[config.mk]
export PLATFORM = sky130hd
export DESIGN_NAME = rdma_port_engine
export DESIGN_NICKNAME = d
export VERILOG_FILES = /design/src/rtl/rdma_pkg.sv /design/src/rtl/rdma_step.sv /design/src/rtl/rdma_lane_map.sv /design/src/rtl/rdma_regfile.sv /design/src/rtl/rdma_port_engine.sv
export SDC_FILE = /design/constraint.sdc
export NUM_CORES = 1
export LEC_CHECK = 0
export ABC_AREA = 0
export CAP_MARGIN = 5
export CORE_AREA = 5 5 155 83
export CTS_BUF_LIST = sky130_fd_sc_hd__clkbuf_16
export DETAILED_ROUTE_END_ITERATION = 10
export DIE_AREA = 0 0 160 88
export PLACE_DENSITY = 0.91
export SLEW_MARGIN = 25
export SYNTH_ARGS = -nofsm -noshare
export SYNTH_HDL_FRONTEND = slang
export SYNTH_SLANG_ARGS = --single-unit
[constraint.sdc]
create_clock -name clk -period 13.5 [get_ports clk]
set_input_delay 2.7 -clock clk [delete_from_list [all_inputs] [get_ports clk]]
set_output_delay 2.7 -clock clk [all_outputs]
set_load 0.01 [all_outputs]
[src/rtl/rdma_pkg.sv]
package rdma_pkg;
    localparam int ADDR_W = 16;
    localparam int PG_W   = 8;
    localparam int BYTE_W = 8;
    localparam int SEL_W  = 4;
    localparam int ST_W   = 8;
    localparam int SZ_W   = 3;

    localparam int ST_DONE  = 6;
    localparam int ST_RST   = 7;
    localparam int CMD_HALT = 0;
    localparam int CMD_RD   = 3;
    localparam int CMD_WR   = 4;
    localparam int CFG_WORD = 0;

    localparam logic [ST_W-1:0] ST_RESET_VAL = 8'h80;

    typedef enum logic [SEL_W-1:0] {
        SEL_CMD     = 4'd0,
        SEL_ADDR_LO = 4'd1,
        SEL_ADDR_HI = 4'd2,
        SEL_CNT_LO  = 4'd3,
        SEL_CNT_HI  = 4'd4,
        SEL_START   = 4'd5,
        SEL_STOP    = 4'd6,
        SEL_CFG     = 4'd7,
        SEL_MASK    = 4'd8,
        SEL_STATUS  = 4'd9
    } reg_sel_e;

    typedef struct packed {
        logic [ADDR_W-1:0] addr;
        logic [ADDR_W-1:0] count;
        logic [PG_W-1:0]   start_pg;
        logic [PG_W-1:0]   stop_pg;
        logic              cfg_word;
        logic [ST_W-2:0]   mask;
        logic [ST_W-1:0]   status;
    } rdma_regs_t;
endpackage

[src/rtl/rdma_step.sv]
module rdma_step
    import rdma_pkg::*;
#(
    parameter int AW  = ADDR_W,
    parameter int PW  = PG_W,
    parameter int SW  = SZ_W
) (
    input  logic [AW-1:0] addr,
    input  logic [AW-1:0] count,
    input  logic [SW-1:0] size,
    input  logic [PW-1:0] start_pg,
    input  logic [PW-1:0] stop_pg,
    output logic [AW-1:0] nxt_addr,
    output logic [AW-1:0] nxt_count,
    output logic          done
);
    localparam int OFF_W = AW - PW;

    logic [AW-1:0] size_ext;
    logic [AW-1:0] sum;
    logic [AW-1:0] stop_a;
    logic [AW-1:0] start_a;

    always_comb begin
        size_ext  = AW'(size);
        sum       = addr + size_ext;
        stop_a    = {stop_pg, {OFF_W{1'b0}}};
        start_a   = {start_pg, {OFF_W{1'b0}}};
        nxt_addr  = (sum == stop_a) ? start_a : sum;
        done      = (count <= size_ext);
        nxt_count = done ? '0 : (count - size_ext);
    end
endmodule

[src/rtl/rdma_lane_map.sv]
module rdma_lane_map
    import rdma_pkg::*;
#(
    parameter int BYTES   = 4,
    parameter int AW      = ADDR_W,
    parameter int SW      = SZ_W,
    parameter int LOW_WIN = 32,
    parameter int WIN_LO  = 32'h4000,
    parameter int WIN_HI  = 32'h8000
) (
    input  logic [AW-1:0]         addr,
    input  logic [SW-1:0]         size,
    input  logic                  access_en,
    input  logic [BYTES*BYTE_W-1:0] mem_rdata,
    output logic [AW-1:0]         eff_addr,
    output logic                  in_range,
    output logic [BYTES-1:0]      lane_be,
    output logic [BYTES*BYTE_W-1:0] rdata
);
    logic [AW:0] span_end;

    always_comb begin
        eff_addr = (size > SW'(1)) ? {addr[AW-1:1], 1'b0} : addr;
        span_end = {1'b0, eff_addr} + (AW+1)'(size);
        in_range = (eff_addr < AW'(LOW_WIN)) ||
                   ((eff_addr >= AW'(WIN_LO)) && (span_end <= (AW+1)'(WIN_HI)));
    end

    for (genvar g = 0; g < BYTES; g++) begin : g_lane
        logic lane_on;
        always_comb begin
            lane_on    = (SW'(g) < size);
            lane_be[g] = access_en && in_range && lane_on;
            if (!lane_on)
                rdata[g*BYTE_W +: BYTE_W] = '0;
            else if (in_range)
                rdata[g*BYTE_W +: BYTE_W] = mem_rdata[g*BYTE_W +: BYTE_W];
            else
                rdata[g*BYTE_W +: BYTE_W] = '1;
        end
    end
endmodule

[src/rtl/rdma_regfile.sv]
module rdma_regfile
    import rdma_pkg::*;
(
    input  logic              clk,
    input  logic              rst_n,
    input  logic              reg_wr,
    input  logic [SEL_W-1:0]  reg_sel,
    input  logic [BYTE_W-1:0] reg_wdata,
    input  logic              step_fire,
    input  logic [ADDR_W-1:0] nxt_addr,
    input  logic [ADDR_W-1:0] nxt_count,
    input  logic              step_done,
    output rdma_regs_t        regs
);
    localparam int OFF_W = ADDR_W - PG_W;

    rdma_regs_t r_d, r_q;
    reg_sel_e   sel;

    always_comb begin
        sel = reg_sel_e'(reg_sel);
        r_d = r_q;
        if (reg_wr) begin
            case (sel)
                SEL_CMD: begin
                    if (!reg_wdata[CMD_HALT]) begin
                        r_d.status[ST_RST] = 1'b0;
                        if ((reg_wdata[CMD_RD] || reg_wdata[CMD_WR]) && (r_q.count == '0))
                            r_d.status[ST_DONE] = 1'b1;
                    end
                end
                SEL_ADDR_LO: r_d.addr[BYTE_W-1:0]         = reg_wdata;
                SEL_ADDR_HI: r_d.addr[ADDR_W-1:BYTE_W]    = reg_wdata;
                SEL_CNT_LO:  r_d.count[BYTE_W-1:0]        = reg_wdata;
                SEL_CNT_HI:  r_d.count[ADDR_W-1:BYTE_W]   = reg_wdata;
                SEL_START:   r_d.start_pg                 = reg_wdata;
                SEL_STOP:    r_d.stop_pg                  = reg_wdata;
                SEL_CFG:     r_d.cfg_word                 = reg_wdata[CFG_WORD];
                SEL_MASK:    r_d.mask                     = reg_wdata[ST_W-2:0];
                SEL_STATUS:  r_d.status[ST_W-2:0]         = r_q.status[ST_W-2:0] & ~reg_wdata[ST_W-2:0];
                default: ;
            endcase
        end
        if (step_fire) begin
            r_d.addr  = nxt_addr;
            r_d.count = nxt_count;
            if (step_done)
                r_d.status[ST_DONE] = 1'b1;
        end
    end

    always_ff @(posedge clk or negedge rst_n) begin
        if (!rst_n) begin
            r_q          <= '0;
            r_q.status   <= ST_RESET_VAL;
        end else begin
            r_q <= r_d;
        end
    end

    assign regs = r_q;


    done_set_chk: assert property (@(posedge clk) disable iff (!rst_n)
        (step_fire && step_done) |=> r_q.status[ST_DONE]);


    done_rise_src_chk: assert property (@(posedge clk) disable iff (!rst_n)
        $rose(r_q.status[ST_DONE]) |-> $past(step_fire || reg_wr));


    wrap_chk: assert property (@(posedge clk) disable iff (!rst_n)
        (step_fire && !reg_wr && (r_q.start_pg != r_q.stop_pg))
            |=> (r_q.addr != {r_q.stop_pg, {OFF_W{1'b0}}}));
endmodule

[src/rtl/rdma_port_engine.sv]
module rdma_port_engine
    import rdma_pkg::*;
#(
    parameter int BYTES   = 4,
    parameter int LOW_WIN = 32,
    parameter int WIN_LO  = 32'h4000,
    parameter int WIN_HI  = 32'h8000
) (
    input  logic                    clk,
    input  logic                    rst_n,
    input  logic                    reg_wr,
    input  logic [SEL_W-1:0]        reg_sel,
    input  logic [BYTE_W-1:0]       reg_wdata,
    input  logic                    port_valid,
    input  logic                    port_write,
    input  logic                    port_wide,
    input  logic [BYTES*BYTE_W-1:0] port_wdata,
    output logic [BYTES*BYTE_W-1:0] port_rdata,
    output logic                    mem_req,
    output logic                    mem_we,
    output logic [ADDR_W-1:0]       mem_addr,
    output logic [BYTES-1:0]        mem_be,
    output logic [BYTES*BYTE_W-1:0] mem_wdata,
    input  logic [BYTES*BYTE_W-1:0] mem_rdata,
    output logic [ADDR_W-1:0]       dma_addr,
    output logic [ADDR_W-1:0]       dma_count,
    output logic [ST_W-1:0]         status,
    output logic                    irq
);
    rdma_regs_t        regs;
    logic [SZ_W-1:0]   acc_size;
    logic              step_fire;
    logic [ADDR_W-1:0] nxt_addr;
    logic [ADDR_W-1:0] nxt_count;
    logic              step_done;
    logic [ADDR_W-1:0] eff_addr;
    logic              in_range;

    always_comb begin
        if (port_wide)
            acc_size = SZ_W'(BYTES);
        else if (regs.cfg_word)
            acc_size = SZ_W'(2);
        else
            acc_size = SZ_W'(1);
        step_fire = port_valid && !(port_write && (regs.count == '0));
    end

    rdma_step i_step (
        .addr      (regs.addr),
        .count     (regs.count),
        .size      (acc_size),
        .start_pg  (regs.start_pg),
        .stop_pg   (regs.stop_pg),
        .nxt_addr  (nxt_addr),
        .nxt_count (nxt_count),
        .done      (step_done)
    );

    rdma_lane_map #(
        .BYTES   (BYTES),
        .LOW_WIN (LOW_WIN),
        .WIN_LO  (WIN_LO),
        .WIN_HI  (WIN_HI)
    ) i_lanes (
        .addr      (regs.addr),
        .size      (acc_size),
        .access_en (step_fire),
        .mem_rdata (mem_rdata),
        .eff_addr  (eff_addr),
        .in_range  (in_range),
        .lane_be   (mem_be),
        .rdata     (port_rdata)
    );

    rdma_regfile i_regs (
        .clk       (clk),
        .rst_n     (rst_n),
        .reg_wr    (reg_wr),
        .reg_sel   (reg_sel),
        .reg_wdata (reg_wdata),
        .step_fire (step_fire),
        .nxt_addr  (nxt_addr),
        .nxt_count (nxt_count),
        .step_done (step_done),
        .regs      (regs)
    );

    always_comb begin
        mem_req   = step_fire && in_range;
        mem_we    = port_write;
        mem_addr  = eff_addr;
        mem_wdata = port_wdata;
        dma_addr  = regs.addr;
        dma_count = regs.count;
        status    = regs.status;
        irq       = |(regs.status[ST_W-2:0] & regs.mask);
    end


    ignored_wr_mem_chk: assert property (@(posedge clk) disable iff (!rst_n)
        (port_valid && port_write && (dma_count == '0)) |-> !mem_req);


    ignored_wr_state_chk: assert property (@(posedge clk) disable iff (!rst_n)
        (port_valid && port_write && (dma_count == '0) && !reg_wr)
            |=> ($stable(dma_addr) && (dma_count == '0) && $stable(status)));


    be_shape_chk: assert property (@(posedge clk) disable iff (!rst_n)
        mem_req |-> ($countones(mem_be) == 1 || mem_be == 4'b0011 || mem_be == 4'b1111));


    even_base_chk: assert property (@(posedge clk) disable iff (!rst_n)
        (mem_req && ($countones(mem_be) > 1)) |-> (mem_addr[0] == 1'b0));
endmodule

==> results.json, run 1 <==
{
  "slowest_stage": "nor2_1",
  "synth_flop_cell": "dfrtp_1",
  "io_pins": 209,
  "synth-edff-count": 0,
  "clock_latency_ns": 0.33,
  "synth.yosys.seq_area_share": 0.297,
  "synthTopCellsByArea": "dfrtp_1 (29%), buf_4 (13%), mux2_2 (4.8%)",
  "largest_register_ff_count": 64,
  "drt_iter0_markers": 628,
  "period_share": 0.743,
  "cts_max_level": 3,
  "p_leak_nw": 2.55,
  "yosysTopAreaCell": "dfrtp_1",
  "max_freq_mhz": 99.7,
  "synthArstFlopShare": 1.00,
  "internal-power_w": 0.000566,
  "postCtsSetupBuffers": 0,
  "grt_setup_unrepaired": "false",
  "clkPwrFrac": 0.220,
  "cap_viol_max_count": 0,
  "initial_utilization": 0.473,
  "num_vias": 4882,
  "max-slew-margin-rel": 0.365,
  "cp_slowest_stage_delay_ns": 0.79,
  "cp_num_buf_inv": 2,
  "io_buffer_count": 144,
  "power.switching_w": 0.000369,
  "crit_fanout": 21,
  "die_h_um": 88,
  "start_kind": "input port",
  "hold_class": "flip-flop to flip-flop",
  "ys_ff_latch": 64,
  "grt_max_degree": 65,
  "dp_cells": 783,
  "cp-end-kind": "output pin",
  "power_frac_seq": 0.332,
  "setup_viol": 0,
  "core_mm2": 0.0114,
  "routed_wirelength_um": 17300,
  "grt_pass1_wl_um": 26300,
  "post-route-drc-count": 0,
  "synth_top_area_frac": 0.293,
  "instances_no_fill": 799,
  "viasPerCell": 6.11,
  "root_buffer": "clkbuf_16",
  "min_period_ns": 10.03,
  "grt_pass1_vias": 4578,
  "syn_avg_cell_area_um2": 8.89,
  "antenna_cells": 0,
  "layout-drive-gt1-share": 0.106,
  "cts_hold_buf": 0,
  "required_ns": 10.80,
  "p_per_area_mw_per_mm2": 144,
  "overflow": 0,
  "dieArea_mm2": 0.0141,
  "path_clk_slew_ns": 0.05,
  "clock_sinks": 64,
  "tns_ns": 0,
  "gp_congestion": 0.927,
  "combinationalPowerShare": 0.448,
  "crit_chain": "clkdlybuf4s50_1 -> nor2_1 -> ha_1 -> fa_1 -> a21o_1 -> nand3_1 -> nor3b_1 -> o2111ai_1 -> o31ai_1 -> a31oi_4 -> nor3_2 -> clkdlybuf4s50_1",
  "syn2layout_area_growth_pct": 21.0,
  "nFillCells": 978,
  "netlist_area_mm2": 0.00539,
  "cts_tree": "yes",
  "cts_resized": 0,
  "crit_family": "simple AND/OR/NAND/NOR gates",
  "cts_max_path_buffers": 2,
  "crit_type": "input port to output pin",
  "crit_top_cell": "clkdlybuf4s50_1",
  "status": "completed",
  "drv_slew": 0,
  "syn_nets": 698,
  "cp_data_arrival_time_ns": 7.33,
  "routedWlPerCell_um": 21.7,
  "cts_buffers": 9,
  "grt_usage": 0.241,
  "die_x_um": 160,
  "clock_skew_ns": 0.00524,
  "worst_pin_slew_ns": 0.943,
  "yosysWarningCount": 0,
  "hold_viol": 0,
  "layout.nets": 736,
  "synth_cell_types": 77,
  "hpwl_um": 13100,
  "syn-instance-count": 606,
  "dr.pass1.iters": 5,
  "antenna_found_initial": 0,
  "switching_share": 0.395,
  "ir_drop_uv": 72.1,
  "antenna_left": 0,
  "num_rows": 28
}
-- metal layers --
metal | wire [µm] | global-route usage | share of wire
met5 | 0 | 0 | 0
met4 | 218 | 0.0461 | 0.013
met3 | 2330 | 0.104 | 0.13
met2 | 6980 | 0.332 | 0.40
met1 | 7820 | 0.350 | 0.45
-- worst reg2reg max path, cell delays in order, from the launching register on --
cell,delay (ns)
dfrtp_1,0.43
nor2_1,0.66
ha_1,0.44
inv_1,0.10
fa_1,0.44
and2b_4,0.34
o2111ai_1,0.35
xnor2_1,0.28
o211ai_1,0.10
nor4_1,0.57
mux2_1,0.38
a211o_1,0.30
-- cells in the final DEF (no fill, tap or decap), drive strengths merged, types with 11 or more instances in the layout --
master,Yosys,routed
inv,26,27
nor4,11,11
o21a,21,21
nor3,16,16
a21oi,27,27
nand3,14,14
nor2,38,38
mux2,24,24
o21ai,38,38
dfrtp,63,63
nand2b,11,11
clkdlybuf4s50,0,143
nand2,37,37
-- cells in the mapped netlist, drive strengths merged (6+ instances only) --
| master | number |
|---|---|
| o31ai | 6 |
| a21oi | 27 |
| and3 | 6 |
| xor2 | 7 |
| nand2 | 37 |
| o21a | 21 |
| or2 | 7 |
| mux2i | 6 |
| nor3 | 16 |
| dfrtp | 63 |
| buf | 104 |
| ha | 7 |
| clkbuf | 16 |
| a32oi | 6 |
| nand2b | 11 |
| nand4 | 6 |
| nand3 | 14 |
| o21ai | 38 |
| inv | 26 |
| nor2 | 38 |
| nor4 | 11 |
| nor3b | 8 |
| xnor2 | 10 |
| o211ai | 7 |
| a21boi | 8 |
| mux2 | 24 |
-- kinds of logic after synthesis --
family / Yosys count / share of synthesized area
xor+xnor: 22 / 0.0488
fa+ha+maj: 10 / 0.0274
simple gates: 171 / 0.173
mux: 30 / 0.0613
compound gates: 163 / 0.223
flops: 64 / 0.297
buf+inv: 146 / 0.169
-- stage by stage --
step | power, W | utilization | hold WS, ns | setup slack [ns] | cell area, µm²
after floorplan | 0.000583 | - | 0.472 | 5.31 | 5390
after global placement | 0.000708 | 0.548 | 0.482 | 3.66 | 6240
after detailed placement | 0.000720 | 0.548 | 0.484 | 3.32 | 6240
after CTS | 0.000930 | 0.571 | 0.499 | 3.31 | 6500
after global routing | 0.000984 | 0.572 | 0.515 | 3.17 | 6520
final | 0.000935 | 0.572 | 0.495 | 3.47 | 6520
-- power groups by stage --
| stage | sequential [W] | combinational, W | clock [W] |
|---|---|---|---|
| 6_report | 0.000311 | 0.000419 | 0.000206 |
| 5_1_grt | 0.000317 | 0.000447 | 0.000220 |
| 4_1_cts | 0.000307 | 0.000414 | 0.000209 |
| 3_5_place_dp | 0.000310 | 0.000410 | 0 |
| 3_3_place_gp | 0.000306 | 0.000402 | 0 |
| 2_1_floorplan | 0.000268 | 0.000316 | 0 |
-- path summary, 6_finish.rpt --
check	from	endpoint	slack [ns]	cells after the start
max	port_wide	mem_be[2]	3.47	12
min	i_regs.regs[7]	i_regs.regs[7]	0.49	1
max reg2reg	i_regs.regs[15]	i_regs.regs[58]	9.00	11
min reg2reg	i_regs.regs[7]	i_regs.regs[7]	0.49	1
max in group asynchronous	rst_n	i_regs.regs[32]	10.41	2
min in group asynchronous	rst_n	i_regs.regs[21]	2.55	2
-- area by class of cell --
class / instances / area (µm²) / share of cell area
Multi-Input combinational cell: 396 / 2910 / 0.446
Sequential cell: 64 / 1600 / 0.246
Timing Repair Buffer: 147 / 1460 / 0.224
Clock buffer: 9 / 225 / 0.0346
Tap cell: 150 / 188 / 0.0288
Inverter: 26 / 97.6 / 0.0150
Clock inverter: 7 / 40.0 / 0.00614
Note: power is estimated with default switching activity, not from simulation.
==> inputs of run 2 (changes only) <==
--- a/config.mk
+++ b/config.mk
@@ -7,11 +7,11 @@
 export LEC_CHECK = 0
 export ABC_AREA = 0
 export CAP_MARGIN = 5
-export CORE_AREA = 5 5 155 83
+export CORE_AREA = 5 5 169 90
 export CTS_BUF_LIST = sky130_fd_sc_hd__clkbuf_16
 export DETAILED_ROUTE_END_ITERATION = 10
-export DIE_AREA = 0 0 160 88
-export PLACE_DENSITY = 0.91
+export DIE_AREA = 0 0 174 95
+export PLACE_DENSITY = 0.81
 export SLEW_MARGIN = 25
 export SYNTH_ARGS = -nofsm -noshare
 export SYNTH_HDL_FRONTEND = slang
==> constraint.sdc (replaced) <==
create_clock -name clk -period 8.4 [get_ports clk]
set_input_delay 1.68 -clock clk [delete_from_list [all_inputs] [get_ports clk]]
set_output_delay 1.68 -clock clk [all_outputs]
set_load 0.01 [all_outputs]
==> run 2 against run 1 <==
Compared with the run above: sequential share of layout area shrank 0.25 points; routed wire length shrank 4.3%; final cell count grew 4.1%; via count shrank 2.0%; utilization shrank 9.6 points; first-iteration DRC count shrank 9.6%; non-clock buffer count grew 2; largest power group unchanged; sequential power grew 59%; count of clock-buffer cells in the layout is the same.
==> results.json, run 2 (synthesized netlist as in run 1, its figures left out) <==
{
  "worst_pin_slew_ns": 0.851,
  "cts_tree": "yes",
  "r2r_slack_ns": 4.61,
  "cts_resized": 0,
  "io_buffer_count": 144,
  "grt_usage": 0.199,
  "place_area_mm2": 0.00630,
  "endpoint": "mem_be[1]",
  "required_ns": 6.72,
  "cts_hold_buf": 0,
  "period_share": 0.870,
  "cts_max_level": 3,
  "dr.pass1.iters": 5,
  "grt_pass1_vias": 4438,
  "cts_buffers": 9,
  "layout.nets": 738,
  "grt_max_degree": 65,
  "p_per_area_mw_per_mm2": 228,
  "die_h_um": 95,
  "switching_share": 0.392,
  "layout-drive-gt1-share": 0.114,
  "max_freq_mhz": 137,
  "grt_pass1_wl_um": 25700,
  "internal-power_w": 0.000914,
  "cts_max_path_buffers": 2,
  "antenna_found_initial": 0,
  "fin_total_pwr_w": 0.00150,
  "crit_fanout": 21,
  "routed_wirelength_um": 16600,
  "combinationalPowerShare": 0.442,
  "root_buffer": "clkbuf_16",
  "io_pins": 209,
  "finalInstanceArea_mm2": 0.00659,
  "cp-end-kind": "output pin",
  "path_clk_slew_ns": 0.05,
  "largest_register_ff_count": 64,
  "start_kind": "input port",
  "die_x_um": 174,
  "rr_worst_depth": 12,
  "drv_slew": 0,
  "syn2layout_area_growth_pct": 22.2,
  "hold_viol": 0,
  "crit_start": "port_wide",
  "postCtsSetupBuffers": 0,
  "max-slew-margin-rel": 0.428,
  "overflow": 0,
  "crit_type": "input port to output pin",
  "gp_congestion": 0.901,
  "routedWlPerCell_um": 19.9,
  "utilization": 0.477,
  "setup_viol": 0,
  "p_leak_nw": 2.56,
  "initial_utilization": 0.390,
  "antenna_left": 0,
  "power_frac_seq": 0.329,
  "clock_sinks": 64,
  "clock_latency_ns": 0.34,
  "reg2reg_to": "i_regs.regs[57]",
  "hold_class": "flip-flop to flip-flop",
  "grt_setup_unrepaired": "false",
  "cap_viol_max_count": 0,
  "power.switching_w": 0.000589,
  "ir_drop_uv": 86.3,
  "drt_iter0_markers": 568,
  "clock_skew_ns": 0.00852,
  "dieArea_mm2": 0.0165,
  "post-route-drc-count": 0,
  "min_period_ns": 7.30,
  "core_mm2": 0.0138,
  "tns_ns": 0,
  "status": "completed",
  "final_common_cell": "clkdlybuf4s50_1",
  "viasPerCell": 5.75,
  "num_vias": 4782,
  "r2r-start": "i_regs.regs[15]",
  "cp_data_arrival_time_ns": 5.62,
  "hpwl_um": 12500,
  "num_rows": 31,
  "most-common-layout-cells": "clkdlybuf4s50_1 (143), dfrtp_1 (63), nand2_1 (37), nor2_1 (37), o21ai_0 (31)",
  "clkPwrFrac": 0.229,
  "antenna_cells": 0
}
-- run 2: changes by cell type in the layout (fill, tap and decap cells not counted), sizes merged --
cell	delta
buf	+2
clkinvlp	+1
inv	-1
-- run 2: area by class of cell --
cell class	count	area [µm²]
clock buffers	9	225
clock inverters	7	48.8
fillers	1303	7220
inverters	26	97.6
multi-input cells	396	2910
flip-flops and latches	64	1600
well taps	181	226
repair buffers	149	1470
-- run 2: worst max-delay path: stages --
cell,delay (ns)
clkdlybuf4s50_1,0.47
inv_1,0.13
nand2_1,0.21
inv_1,0.11
ha_1,0.32
a211oi_4,0.49
o21ai_0,0.27
o31ai_4,0.13
o2111ai_1,0.16
o31ai_1,0.45
a31oi_4,0.38
nor3_2,0.25
clkdlybuf4s50_1,0.56
-- run 2: power groups by stage --
stage | Combinational (W) | Sequential [W] | Clock, W
2_1_floorplan | 0.000507 | 0.000430 | 0
3_3_place_gp | 0.000645 | 0.000494 | 0
3_5_place_dp | 0.000655 | 0.000496 | 0
4_1_cts | 0.000660 | 0.000491 | 0.000346
5_1_grt | 0.000716 | 0.000506 | 0.000362
6_report | 0.000664 | 0.000494 | 0.000344
-- run 2: layer usage --
layer	wire [µm]	global-route usage
met1	7570	0.294
met2	6640	0.275
met3	2190	0.0724
met4	180	0.0454
met5	0	0
-- run 2: how the worst min path moves through the flow --
stage / start / to / slack [ns] / cells past startpoint
6_report: i_regs.regs[7] / i_regs.regs[7] / 0.49 / 1
5_1_grt: i_regs.regs[7] / i_regs.regs[7] / 0.52 / 1
4_1_cts: i_regs.regs[7] / i_regs.regs[7] / 0.50 / 1
3_5_place_dp: i_regs.regs[7] / i_regs.regs[7] / 0.48 / 1
3_3_place_gp: i_regs.regs[7] / i_regs.regs[7] / 0.48 / 1
2_1_floorplan: i_regs.regs[25] / i_regs.regs[25] / 0.47 / 1
-- run 2: per-stage QoR --
step | worst slack [ns] | hold slack [ns] | std cells
detailed placement | 0.921 | 0.484 | 816
CTS | 0.907 | 0.497 | 832
finish | 1.10 | 0.492 | 832
global route | 0.760 | 0.516 | 832
global placement | 1.01 | 0.485 | 816
floorplan | 2.25 | 0.472 | 606
